--- config.mk ---
export PLATFORM = sky130hd
export DESIGN_NAME = tdm_slot_rx
export DESIGN_NICKNAME = d
export VERILOG_FILES = /design/src/rtl/tdm_slot_rx_pkg.sv /design/src/rtl/tdm_slot_rx_ctrl.sv /design/src/rtl/tdm_slot_rx_dp.sv /design/src/rtl/tdm_slot_rx.sv
export SDC_FILE = /design/constraint.sdc
export NUM_CORES = 1
export LEC_CHECK = 0
export BUFFER_PORTS_ARGS = -buffer_cell sky130_fd_sc_hd__buf_2
export CAP_MARGIN = 40
export CELL_PAD_IN_SITES_DETAIL_PLACEMENT = 1
export CELL_PAD_IN_SITES_GLOBAL_PLACEMENT = 2
export CORE_MARGIN = 2
export CORE_UTILIZATION = 33
export DETAILED_ROUTE_END_ITERATION = 16
export PLACE_DENSITY = 0.85
export REMOVE_ABC_BUFFERS = 1
export SYNTH_ARGS = -nofsm -noshare
export SYNTH_HDL_FRONTEND = slang
export SYNTH_SLANG_ARGS = --single-unit
--- constraint.sdc ---
create_clock -name clk -period 2.17 [get_ports clk]
set_clock_uncertainty 0.1 [all_clocks]
set_input_delay 0.217 -clock clk [delete_from_list [all_inputs] [get_ports clk]]
set_output_delay 0.217 -clock clk [all_outputs]
set_load 0.005 [all_outputs]
--- src/rtl/tdm_slot_rx_pkg.sv ---
package tdm_slot_rx_pkg;
  typedef struct packed {
    logic shift;
    logic xfer;
    logic first;
  } rxStrobeT;

  function automatic int unsigned wlBits(input logic [1:0] code);
    case (code)
      2'b00:   return 8;
      2'b01:   return 12;
      2'b10:   return 16;
      default: return 24;
    endcase
  endfunction
endpackage

--- src/rtl/tdm_slot_rx_ctrl.sv ---
module tdm_slot_rx_ctrl
  import tdm_slot_rx_pkg::*;
#(
  parameter int MAX_WL = 24,
  parameter int SLOT_W = 5
) (
  input  logic              clk,
  input  logic              rstN,
  input  logic              enable,
  input  logic [SLOT_W-1:0] slotCfg,
  input  logic [1:0]        wlCode,
  input  logic              fsWordLen,
  input  logic              sclk,
  input  logic              fsIn,
  output rxStrobeT          strb
);
  localparam int CNT_W = $clog2(MAX_WL + 1);

  logic              sclkQ, fsS, fsS2, running;
  logic [CNT_W-1:0]  bitCnt;
  logic [SLOT_W-1:0] slot;
  logic              sample, startNow, lastBit;
  logic [CNT_W-1:0]  wlLast;

  always_comb begin
    sample   = sclkQ & ~sclk;
    wlLast   = CNT_W'(wlBits(wlCode) - 1);
    lastBit  = (bitCnt == wlLast);
    startNow = enable & (fsWordLen ? (fsIn & ~fsS) : (fsS & ~fsS2));
    strb.shift = sample & enable & (running | startNow);
    strb.xfer  = sample & enable & running & ~startNow & lastBit;
    strb.first = (slot == '0);
  end

  always_ff @(posedge clk) begin
    if (!rstN) begin
      sclkQ   <= 1'b0;
      fsS     <= 1'b0;
      fsS2    <= 1'b0;
      running <= 1'b0;
      bitCnt  <= '0;
      slot    <= '0;
    end else begin
      sclkQ <= sclk;
      if (sample) begin
        fsS  <= fsIn;
        fsS2 <= fsS;
      end
      if (!enable) begin
        running <= 1'b0;
      end else if (sample) begin
        if (startNow) begin
          running <= 1'b1;
          bitCnt  <= CNT_W'(1);
          slot    <= '0;
        end else if (running) begin
          if (lastBit) begin
            bitCnt <= '0;
            slot   <= (slot == slotCfg) ? '0 : slot + 1'b1;
          end else begin
            bitCnt <= bitCnt + 1'b1;
          end
        end
      end
    end
  end
endmodule

--- src/rtl/tdm_slot_rx_dp.sv ---
module tdm_slot_rx_dp
  import tdm_slot_rx_pkg::*;
#(
  parameter int MAX_WL = 24
) (
  input  logic              clk,
  input  logic              rstN,
  input  rxStrobeT          strb,
  input  logic              sdIn,
  input  logic [1:0]        wlCode,
  input  logic              rdEn,
  input  logic              rdAddr,
  output logic [MAX_WL-1:0] rdData,
  output logic              rxFull,
  output logic              ovr
);
  logic [MAX_WL-1:0] shiftReg, rxData, nextSr, wordMask;
  logic              frameFlag, ovrSeen, dataRd, statRd, newOvr;

  always_comb begin
    nextSr   = {shiftReg[MAX_WL-2:0], sdIn};
    wordMask = (MAX_WL'(1) << wlBits(wlCode)) - MAX_WL'(1);
    dataRd   = rdEn & ~rdAddr;
    statRd   = rdEn & rdAddr;
    newOvr   = strb.xfer & rxFull & ~dataRd;
    rdData   = rdAddr ? MAX_WL'({frameFlag, ovr, rxFull}) : rxData;
  end

  always_ff @(posedge clk) begin
    if (!rstN) begin
      shiftReg  <= '0;
      rxData    <= '0;
      frameFlag <= 1'b0;
      rxFull    <= 1'b0;
      ovr       <= 1'b0;
      ovrSeen   <= 1'b0;
    end else begin
      if (strb.shift) shiftReg <= nextSr;
      if (strb.xfer) begin
        rxData    <= nextSr & wordMask;
        frameFlag <= strb.first;
        rxFull    <= 1'b1;
      end else if (dataRd) begin
        rxFull <= 1'b0;
      end
      if (newOvr) begin
        ovr     <= 1'b1;
        ovrSeen <= 1'b0;
      end else if (statRd && ovr) begin
        ovrSeen <= 1'b1;
      end else if (dataRd && ovrSeen) begin
        ovr     <= 1'b0;
        ovrSeen <= 1'b0;
      end
    end
  end
endmodule

--- src/rtl/tdm_slot_rx.sv ---
module tdm_slot_rx
  import tdm_slot_rx_pkg::*;
#(
  parameter int MAX_WL = 24,
  parameter int SLOT_W = 5
) (
  input  logic              clk,
  input  logic              rstN,
  input  logic              enable,
  input  logic              rie,
  input  logic [SLOT_W-1:0] slotCfg,
  input  logic [1:0]        wlCode,
  input  logic              fsWordLen,
  input  logic              sclk,
  input  logic              fsIn,
  input  logic              sdIn,
  input  logic              rdEn,
  input  logic              rdAddr,
  output logic [MAX_WL-1:0] rdData,
  output logic              irq
);
  rxStrobeT strb;
  logic     rxFull, ovr;

  tdm_slot_rx_ctrl #(.MAX_WL(MAX_WL), .SLOT_W(SLOT_W)) u_ctrl (
    .clk(clk), .rstN(rstN), .enable(enable), .slotCfg(slotCfg),
    .wlCode(wlCode), .fsWordLen(fsWordLen), .sclk(sclk), .fsIn(fsIn),
    .strb(strb)
  );

  tdm_slot_rx_dp #(.MAX_WL(MAX_WL)) u_dp (
    .clk(clk), .rstN(rstN), .strb(strb), .sdIn(sdIn), .wlCode(wlCode),
    .rdEn(rdEn), .rdAddr(rdAddr), .rdData(rdData), .rxFull(rxFull),
    .ovr(ovr)
  );

  assign irq = rxFull & rie;
endmodule

# == Word level (Yosys, flattened, before mapping) ==
# Cells that the tools add are included.
# totals
out_inout_bits,25
inputBits,17
word_cells,76
regBits,65
# op_classes
n_bitwise,23
n_shift,1
n_addsub,4
n_mux,16
eq_ne,5
n_reduce_logical,15
# op_table
operator,n
5-bit 2-to-1 mux,7
24-bit AND,1
24-bit 2-to-1 mux,1
1-bit by 5-bit left shift with 24-bit output (first input constant),1
24-bit by 2-bit subtractor with 24-bit output (second input constant),1
5-bit case mux with 3 select lines,1
1-bit AND,14
5-bit by 1-bit adder with 5-bit output (second input constant),2
5-bit == test,2
2-bit nonzero test,5
1-bit 2-to-1 mux,7
1-bit NOT,7
2-bit AND reduction,3
5-bit zero test,1
5-bit by 1-bit subtractor with 5-bit output (second input constant),1
4-bit AND reduction,1
3-bit AND reduction,1
2-bit by 1-bit == test with 1-bit output (second input constant),1
2-bit == test (second input constant),1
1-bit logical AND,2
2-bit zero test,1
2-bit by 1-bit != test with 1-bit output (second input constant),1
2-bit OR reduction,1
1-bit OR,1

# == Depth between registers and ports, before layout ==
# Gate-level depths: netlist (run 1).
# depth
depth_word,11
mapped_depth,10
depth_no_buf,7

# == Cells and area by module ==
# Synthesis (run 1) repeated with hierarchy kept, for this count alone.
# hier_totals
hier_cells,320
area_unflattened_um2,3067.9
# modules_own_cells
module,area_per_inst_um2,cells_per_inst,instances,seq_area_each_um2
tdm_slot_rx_dp,2209.6,223,1,1021.0
tdm_slot_rx_ctrl,852.1,96,1,280.3
tdm_slot_rx,6.3,1,1,0.0

# == Least setup slack after synthesis (run 1) ==
# OpenSTA, ideal clock, no wires.
# synth_path
path_type,input port to flip-flop
startpoint,input wlCode[0]
endpoint,register u_ctrl.bitCnt[3]
cell_stages,8
arrival_ps,1652
t_required_ps,2012
n_path_buf,1
path_slack_ps,359
setup_ps,58
cell_sequence,inv_1 -> ha_1 -> xnor2_1 -> and4_1 -> buf_4 -> or3_4 -> nor2b_1 -> o221a_2
# synth_between
elab_chain_len,7
word_cells_on_any_way,9
cone_classes,add/sub (1); eq/ne (3); mux (4); reduce/logical (1)
# synth_rtl
element,line_no,source
start: declaration,tdm_slot_rx.sv:12,"input logic [1:0] wlCode,"
2-bit == test (tied with other cells),tdm_slot_rx_pkg.sv:9,case (code)
5-bit case mux with 3 select lines *,tdm_slot_rx_pkg.sv:9,
5-bit by 1-bit subtractor with 5-bit output *,tdm_slot_rx_ctrl.sv:27,wlLast = CNT_W'(wlBits(wlCode) - 1);
5-bit == test *,tdm_slot_rx_ctrl.sv:28,lastBit = (bitCnt == wlLast);
5-bit 2-to-1 mux *,tdm_slot_rx_ctrl.sv:57,if (lastBit) begin
5-bit 2-to-1 mux *,tdm_slot_rx_ctrl.sv:56,end else if (running) begin
5-bit 2-to-1 mux *,tdm_slot_rx_ctrl.sv:52,if (startNow) begin
end signal: assignment,tdm_slot_rx_ctrl.sv:61,bitCnt <= bitCnt + 1'b1;
end: declaration,tdm_slot_rx_ctrl.sv:20,logic [CNT_W-1:0] bitCnt;
# Every way passes the cells marked *; elsewhere a longest branch is shown, timed or not. The select of a mux whose other input is x is not followed.
# A chain may end at the register's enable or synchronous reset.

# == Final worst setup path (run 1) ==
# layout_path
startpoint,register u_ctrl.bitCnt[0]
endpoint,register u_dp.rxData[8]
# layout_between
elab_chain_len,2
# layout_rtl
element,line_no,source
5-bit == test,tdm_slot_rx_ctrl.sv:28,
1-bit AND,tdm_slot_rx_ctrl.sv:31,strb.xfer = sample & enable & running & ~startNow & lastBit;
end signal: assignment,tdm_slot_rx_dp.sv:40,rxData <= nextSr & wordMask;
end: declaration,tdm_slot_rx_dp.sv:17,"logic [MAX_WL-1:0] shiftReg, rxData, nextSr, wordMask;"
# Every way passes these cells.

==> summary.md, run 1 <==
| Metric | Value |
|---|---|
| Synthesized instance count | roughly 360 |
| Finish-stage setup viols | 0 |
| Final period util | 0.859 |
| CP arrival | just over 2 ns |
| WP data required | 2.34 ns |
| Fraction of final layout cells sized beyond drive strength 1 | 0.193 |
| Sinks on the clock net | 65 |
| Die ar. | 9740 um2 |
| Outcome | finished, final reports clean |
| Count of warnings emitted by yosys | 0 |
| Drc violations | 0 |
| RSZ-0062 raised after global routing | no |
| Initial antenna violation count | 0 |
| Cell area after synthesis | approximately 3000 um2 |
| Net switching power | 0.529 mW |
| Portion of total power attributed to combinational logic | 0.047 |
| Worst setup path class | register to register |
| Startpoint type of the worst setup path | register |
| Worst relative slew slack | 0.629 |
| Vias in the first global route | 2,632 |
| Worst hold slack after final layout | 0.0309 ns |
| Setup fix buffers added after clock tree synthesis | 0 |
| Total negative slack for setup checks | 0 ns |
| Violation count after the first detailed-routing iteration | 46 |
| Proportion of power drawn by the clock network | 0.465 |
| Inserted Diodes | 0 |
| Hold WC Path Type | primary input to register |
| Worst slew pin tran | 0.556 ns |
| Clock-pin transition on the worst setup and hold timing paths | 0.07 ns |
| Vias/cell | 4.95 |
| WL final | 7290 um |
| Cell area after layout | 3520 um2 |
| First-pass GRT wire length | 12,500 um |
| H-tree lvl count | 3 |
| GRT Util Overall | 0.157 |
| F_max | 536 MHz |
| Relative area change from synthesis to final layout | 19.0% |
| Maximum fanout along the worst path | 20 |
| Peak ir drop on the vdd network | 218 uV |
| Worst setup EP type | register |
| CTS tree | done |
| Std cell rows | 34 |
| Number of hold buffers added after CTS | 0 |
| I/O pin cnt | 42 |
| Number of buffers on the longest clock path | 2 |
| Port Buffer Count | 41 |
| Final GP Congestion | 0.782 |
| Clock latency at the later pin of the worst-skew pair | 0.34 ns |
| Largest net degree at the start of global routing | 37 |
| Final standard cell utilization of the core | 0.404 |
| Via count | 2,565 |
| Cell count after placement | 502 |
| Commonest non-fill, non-tap cell in the layout | sky130_fd_sc_hd__nand2_1 |
| Placed instance area | 3300 um2 |
| Final std cells w/o fill | 518 |
| Wire per inst | 14.1 um |
| Overall die width | 98.7 um |
| Final min period | 1.86 ns |
| Post-synthesis cell type count | 40 |
| Root buf cell | sky130_fd_sc_hd__clkbuf_8 |
| Synthesis-stage register bit count | 65 |
| Net switching fraction of the power | 0.216 |
| Number of pins exceeding their max-slew limit in the final report | 0 |
| Number of enable flip-flop cells after synthesis | 0 |
| Leading register cell type out of synthesis | sky130_fd_sc_hd__dfxtp_1 |
| Number of nets in the layout | 433 |
| Portion of the post-synthesis area used by sequential elements | 0.440 |
| Share of total power in sequential cells | 0.488 |
| Share of synthesized flip-flops with an asynchronous set or reset | 0 |
| Most frequent cells in the layout | 85 x sky130_fd_sc_hd__nand2_1, 65 x sky130_fd_sc_hd__dfxtp_1, 55 x sky130_fd_sc_hd__a21oi_1 |
| Initial cell density of the core | 0.339 |
| Remaining antenna violation count | 0 |
| First-pass detailed-route iteration total | 4 |
| Synthesized area per cell | 8.20 um2 |
| Power density relative to cell area | 696 nW/um2 |
| Post-DP HPWL | 4970 um |
| Leftover overflow at the end of global routing | 0 |
| Area of the placeable core | about 8700 um2 |
| Internal power | just under 2 mW |
| Final Hold Vio Count | 0 |
| PostCTS Resize Cnt | 0 |
| Die H | 98.7 um |
| Number of maximum-capacitance constraint violations | 0 |
| Filler Cell Count | 1,062 |
| Clock buffers created by TritonCTS | 9 |
| Leak pwr | ~1.4 nW |
[flip-flops by register name, summed over array words and instances, names as in the netlist]
signal / flops
u_dp.ovrSeen: 1
u_ctrl.running: 1
u_ctrl.fsS: 1
u_dp.ovr: 1
u_dp.shiftReg: 23
u_ctrl.slot: 5
u_ctrl.sclkQ: 1
u_dp.rxFull: 1
u_dp.rxData: 24
u_ctrl.bitCnt: 5
u_dp.frameFlag: 1
u_ctrl.fsS2: 1
[power groups by stage]
stage               registers, mW  clock network (mW)  logic (mW)
floorplan                    1.22                   0      0.0579
global placement             1.22                   0       0.114
detailed placement           1.22                   0       0.115
CTS                          1.20                1.17       0.116
global route                 1.20                1.23       0.129
finish                       1.20                1.14       0.114
[layer usage]
layer	vias up	wire (um)	GRT usage
met5	-	0	0
met4	0	119	0.0632
met3	10	151	0.0270
met2	22	3630	0.264
met1	1238	3390	0.200
li1	1295	-	-
[path summary, 6_finish.rpt]
kind                    startpoint  cells after the start               to  slack, ns
hold reg to reg    u_dp.rxData[22]                      2  u_dp.rxData[22]       0.35
setup / recovery  u_ctrl.bitCnt[0]                      6   u_dp.rxData[8]       0.31
hold / removal                fsIn                      3       u_ctrl.fsS       0.03
setup reg to reg  u_ctrl.bitCnt[0]                      6   u_dp.rxData[8]       0.31
[through the flow]
step	setup slack [ns]	total power, mW
after detailed placement	0.0480	1.34
after global placement	0.124	1.34
after floorplan	-0.0385	1.28
final	0.306	2.45
after CTS	0.305	2.49
after global routing	0.200	2.55
[cell usage after synthesis (4+ instances only)]
| cell type | n | area, um2 |
|---|---|---|
| sky130_fd_sc_hd__nand2_1 | 85 | 319 |
| sky130_fd_sc_hd__dfxtp_1 | 65 | 1300 |
| sky130_fd_sc_hd__a21oi_1 | 55 | 275 |
| sky130_fd_sc_hd__nand3_1 | 24 | 120 |
| sky130_fd_sc_hd__nor2b_1 | 23 | 144 |
| sky130_fd_sc_hd__nor2_1 | 12 | 45.0 |
| sky130_fd_sc_hd__ha_1 | 11 | 138 |
| sky130_fd_sc_hd__clkbuf_1 | 10 | 37.5 |
| sky130_fd_sc_hd__inv_1 | 10 | 37.5 |
| sky130_fd_sc_hd__nand3b_1 | 7 | 52.6 |
| sky130_fd_sc_hd__xor2_1 | 7 | 61.3 |
| sky130_fd_sc_hd__buf_4 | 4 | 30.0 |
[critical path: stages (launching register included)]
cell and delay, ns:
sky130_fd_sc_hd__dfxtp_1 0.39, sky130_fd_sc_hd__ha_1 0.23, sky130_fd_sc_hd__and4_1 0.33, sky130_fd_sc_hd__and3b_1 0.30, sky130_fd_sc_hd__buf_12 0.19, sky130_fd_sc_hd__nand3b_1 0.10, sky130_fd_sc_hd__a21oi_1 0.16
[cells by family (layout without fill, tap and decap cells)]
group | after synthesis | after routing | share of synthesized area
other | 1 | 1 | 0.00127
AO/OA/AOI/OAI | 73 | 73 | 0.141
XOR/XNOR | 9 | 9 | 0.0266
AND/OR/NAND/NOR | 168 | 168 | 0.276
buffers and inverters | 29 | 78 | 0.0503
adder cells (fa/ha/maj) | 11 | 11 | 0.0465
flip-flops | 65 | 65 | 0.440
multiplexers | 5 | 5 | 0.0182
[area by class of cell]
cell class                 count  area [um2]  share of cell area
multi-input combinational    267        1510               0.428
clock inverter                 1        30.0             0.00853
inverter                      10        37.5              0.0107
tap                          108         135              0.0384
clock buffer                  15         196              0.0558
sequential                    65        1300               0.369
timing repair buffer          52         313              0.0888
No activity file was read; power rests on OpenSTA's default activity.
==> inputs of run 2 (changes only) <==
==> constraint.sdc (replaced) <==
create_clock -name clk -period 2.17 [get_ports clk]
set_clock_uncertainty 0.1 [all_clocks]
set_input_delay 0.1085 -clock clk [delete_from_list [all_inputs] [get_ports clk]]
set_output_delay 0.1085 -clock clk [all_outputs]
set_load 0.005 [all_outputs]
==> run 2 against run 1 <==
Compared with the run above: clock-buffer cell count decreased by 3; die area unchanged; sequential cell count unchanged; final cell count increased by 1.2%; critical endpoint is now u_ctrl.slot[1]; critical path depth increased by 1; non-clock buffer count increased by 7; maximum frequency decreased by 0.85%; highest routed layer unchanged; first-iteration DRC count decreased by 17%; critical path type is now primary input to register; register-to-register slack about the same.
==> summary.md, run 2 (synthesized netlist as in run 1, its figures left out) <==
| Metric | Value |
|---|---|
| Outcome | finished, final reports clean |
| Drc violations | 0 |
| Crit path max-delay family | compound AO/OA/AOI/OAI gates |
| Pre-CTS worst setup slack | 0.141 ns |
| Share of total power in sequential cells | 0.542 |
| Die H | 98.7 um |
| Setup fix buffers added after clock tree synthesis | 0 |
| Inserted Diodes | 0 |
| Peak ir drop on the vdd network | 273 uV |
| CP arrival | 2.02 ns |
| Vias/cell | 4.99 |
| Number of nets in the layout | 440 |
| Wire per inst | between 10 and 15 um |
| Proportion of power drawn by the clock network | 0.401 |
| Fraction of final layout cells sized beyond drive strength 1 | 0.190 |
| Top Registers | u_dp.rxData: 24 flops, u_dp.shiftReg: 23 flops |
| Power density relative to cell area | between 600 and 700 nW/um2 |
| Ordered cell list for the critical path | dlygate4sd3_1 > buf_2 > nand3b_1 > nand2_4 > a221oi_1 > nand4b_1 > o31ai_1 |
| GRT Util Overall | 0.154 |
| Sum of buffers and inverters on the critical path | 2 |
| Vias in the first global route | 2,604 |
| Largest net degree at the start of global routing | 37 |
| Std cell rows | 34 |
| Startpoint type of the worst setup path | primary input |
| Internal power | 1.68 mW |
| Hold WC Path Type | primary input to register |
| Register containing the most flip-flops in the final layout | u_dp.rxData |
| Largest register FFs | 24 |
| H-tree lvl count | 3 |
| Leftover overflow at the end of global routing | 0 |
| Number of buffers on the longest clock path | 2 |
| Final min period | between 1.5 and 2 ns |
| Longest individual stage delay on the worst path | ~0.58 ns |
| Port Buffer Count | 41 |
| Filler Cell Count | 1,051 |
| Net switching fraction of the power | 0.239 |
| Total negative slack for setup checks | 0 ns |
| Worst relative slew slack | 0.614 |
| Area of the placeable core | 8720 um2 |
| Leak pwr | 1.38 nW |
| RSZ-0062 raised after global routing | no |
| CTS tree | done |
| WP data required | 2.31 ns |
| First-pass GRT wire length | 12,200 um |
| Maximum fanout along the worst path | 9 |
| Sequential cell area | 1300 um2 |
| Initial cell density of the core | 0.339 |
| Power consumption | 2.21 mW |
| Clock latency at the later pin of the worst-skew pair | 0.33 ns |
| Clock buffers created by TritonCTS | 9 |
| Initial antenna violation count | 0 |
| Worst setup path class | primary input to register |
| I/O pin cnt | 42 |
| Overall die width | 98.7 um |
| Post-DP HPWL | 4980 um |
| Net switching power | 0.528 mW |
| Final period util | 0.866 |
| Sinks on the clock net | 65 |
| Commonest non-fill, non-tap cell in the layout | sky130_fd_sc_hd__nand2_1 |
| Smallest setup slack after layout | 0.290 ns |
| Final standard cell utilization of the core | 0.405 |
| First-pass detailed-route iteration total | 4 |
| Finish-stage setup viols | 0 |
| Final GP Congestion | 0.746 |
| Portion of total power attributed to combinational logic | 0.057 |
| Final Hold Vio Count | 0 |
| Via count | 2,617 |
| Critical path's slowest cell | sky130_fd_sc_hd__a221oi_1 |
| Violation count after the first detailed-routing iteration | 38 |
| WL final | 7210 um |
| Root buf cell | sky130_fd_sc_hd__clkbuf_8 |
| Worst slew pin tran | 0.579 ns |
| Worst setup EP type | register |
| Clock-pin transition on the worst setup and hold timing paths | 0.07 ns |
| Multi-input gate area in the final layout | 1510 um2 |
| Number of pins exceeding their max-slew limit in the final report | 0 |
| Die ar. | 9740 um2 |
| Relative area change from synthesis to final layout | 19.3% |
| Remaining antenna violation count | 0 |
| Most frequent cells in the layout | 85 x sky130_fd_sc_hd__nand2_1, 65 x sky130_fd_sc_hd__dfxtp_1, 55 x sky130_fd_sc_hd__a21oi_1 |
| Number of maximum-capacitance constraint violations | 0 |
| F_max | 532 MHz |
==> run 2: path summary, 6_finish.rpt <==
path,from,end,slack [ns],depth (start not counted)
worst max-delay path,fsIn,u_ctrl.slot[1],0.29,7
worst min register to register,u_dp.rxData[23],u_dp.rxData[23],0.35,2
worst max register to register,u_ctrl.bitCnt[0],u_dp.rxData[5],0.32,6
worst min-delay path,rdEn,u_dp.rxFull,0.05,4
==> run 2: worst reg2reg max path, cell delays in order, from the launching register on <==
cell and delay [ns]:
sky130_fd_sc_hd__dfxtp_1 0.39, sky130_fd_sc_hd__ha_1 0.22, sky130_fd_sc_hd__and4_1 0.32, sky130_fd_sc_hd__and3b_1 0.30, sky130_fd_sc_hd__buf_4 0.21, sky130_fd_sc_hd__nand3_1 0.09
sky130_fd_sc_hd__a21oi_1 0.15
==> run 2: what timing repair did <==
action | CTS | global route
resized for setup | 0 | 1
setup endpoints to repair | 0 | 6
hold endpoints to repair | 8 | 0
hold buffers | 6 | 0
==> run 2: area by class of cell <==
| cell class | instances | share of cell area |
|---|---|---|
| repair buffers | 59 | 0.108 |
| inverters | 10 | 0.0106 |
| flip-flops and latches | 65 | 0.369 |
| clock buffers | 12 | 0.0411 |
| clock inverters | 3 | 0.00496 |
| well taps | 108 | 0.0383 |
| multi-input cells | 267 | 0.429 |
==> run 2: through the flow <==
| step | instance area (um2) | std cells | hold WS [ns] |
|---|---|---|---|
| after floorplan | 2850 | 342 | 0.128 |
| after global placement | 3300 | 503 | 0.265 |
| after detailed placement | 3300 | 503 | 0.271 |
| after CTS | 3530 | 524 | 0.0398 |
| after global routing | 3530 | 524 | 0.0610 |
| final | 3530 | 524 | 0.0507 |
==> run 2: layer usage <==
layer  wire length, um  vias to the layer above  global-route usage
met2              3650                       28               0.275
met4                49                        0              0.0379
met1              3330                     1269               0.183
met5                 0                        -                   0
li1                  -                     1315                   -
met3               188                        5              0.0404
==> run 2: power groups by stage <==
| stage | Combinational, mW | Sequential, mW | Clock [mW] |
|---|---|---|---|
| 3_3_place_gp | 0.115 | 1.22 | 0 |
| 3_5_place_dp | 0.118 | 1.22 | 0 |
| 6_report | 0.126 | 1.20 | 0.885 |
| 4_1_cts | 0.127 | 1.20 | 0.916 |
| 5_1_grt | 0.140 | 1.20 | 0.970 |
| 2_1_floorplan | 0.0579 | 1.22 | 0 |
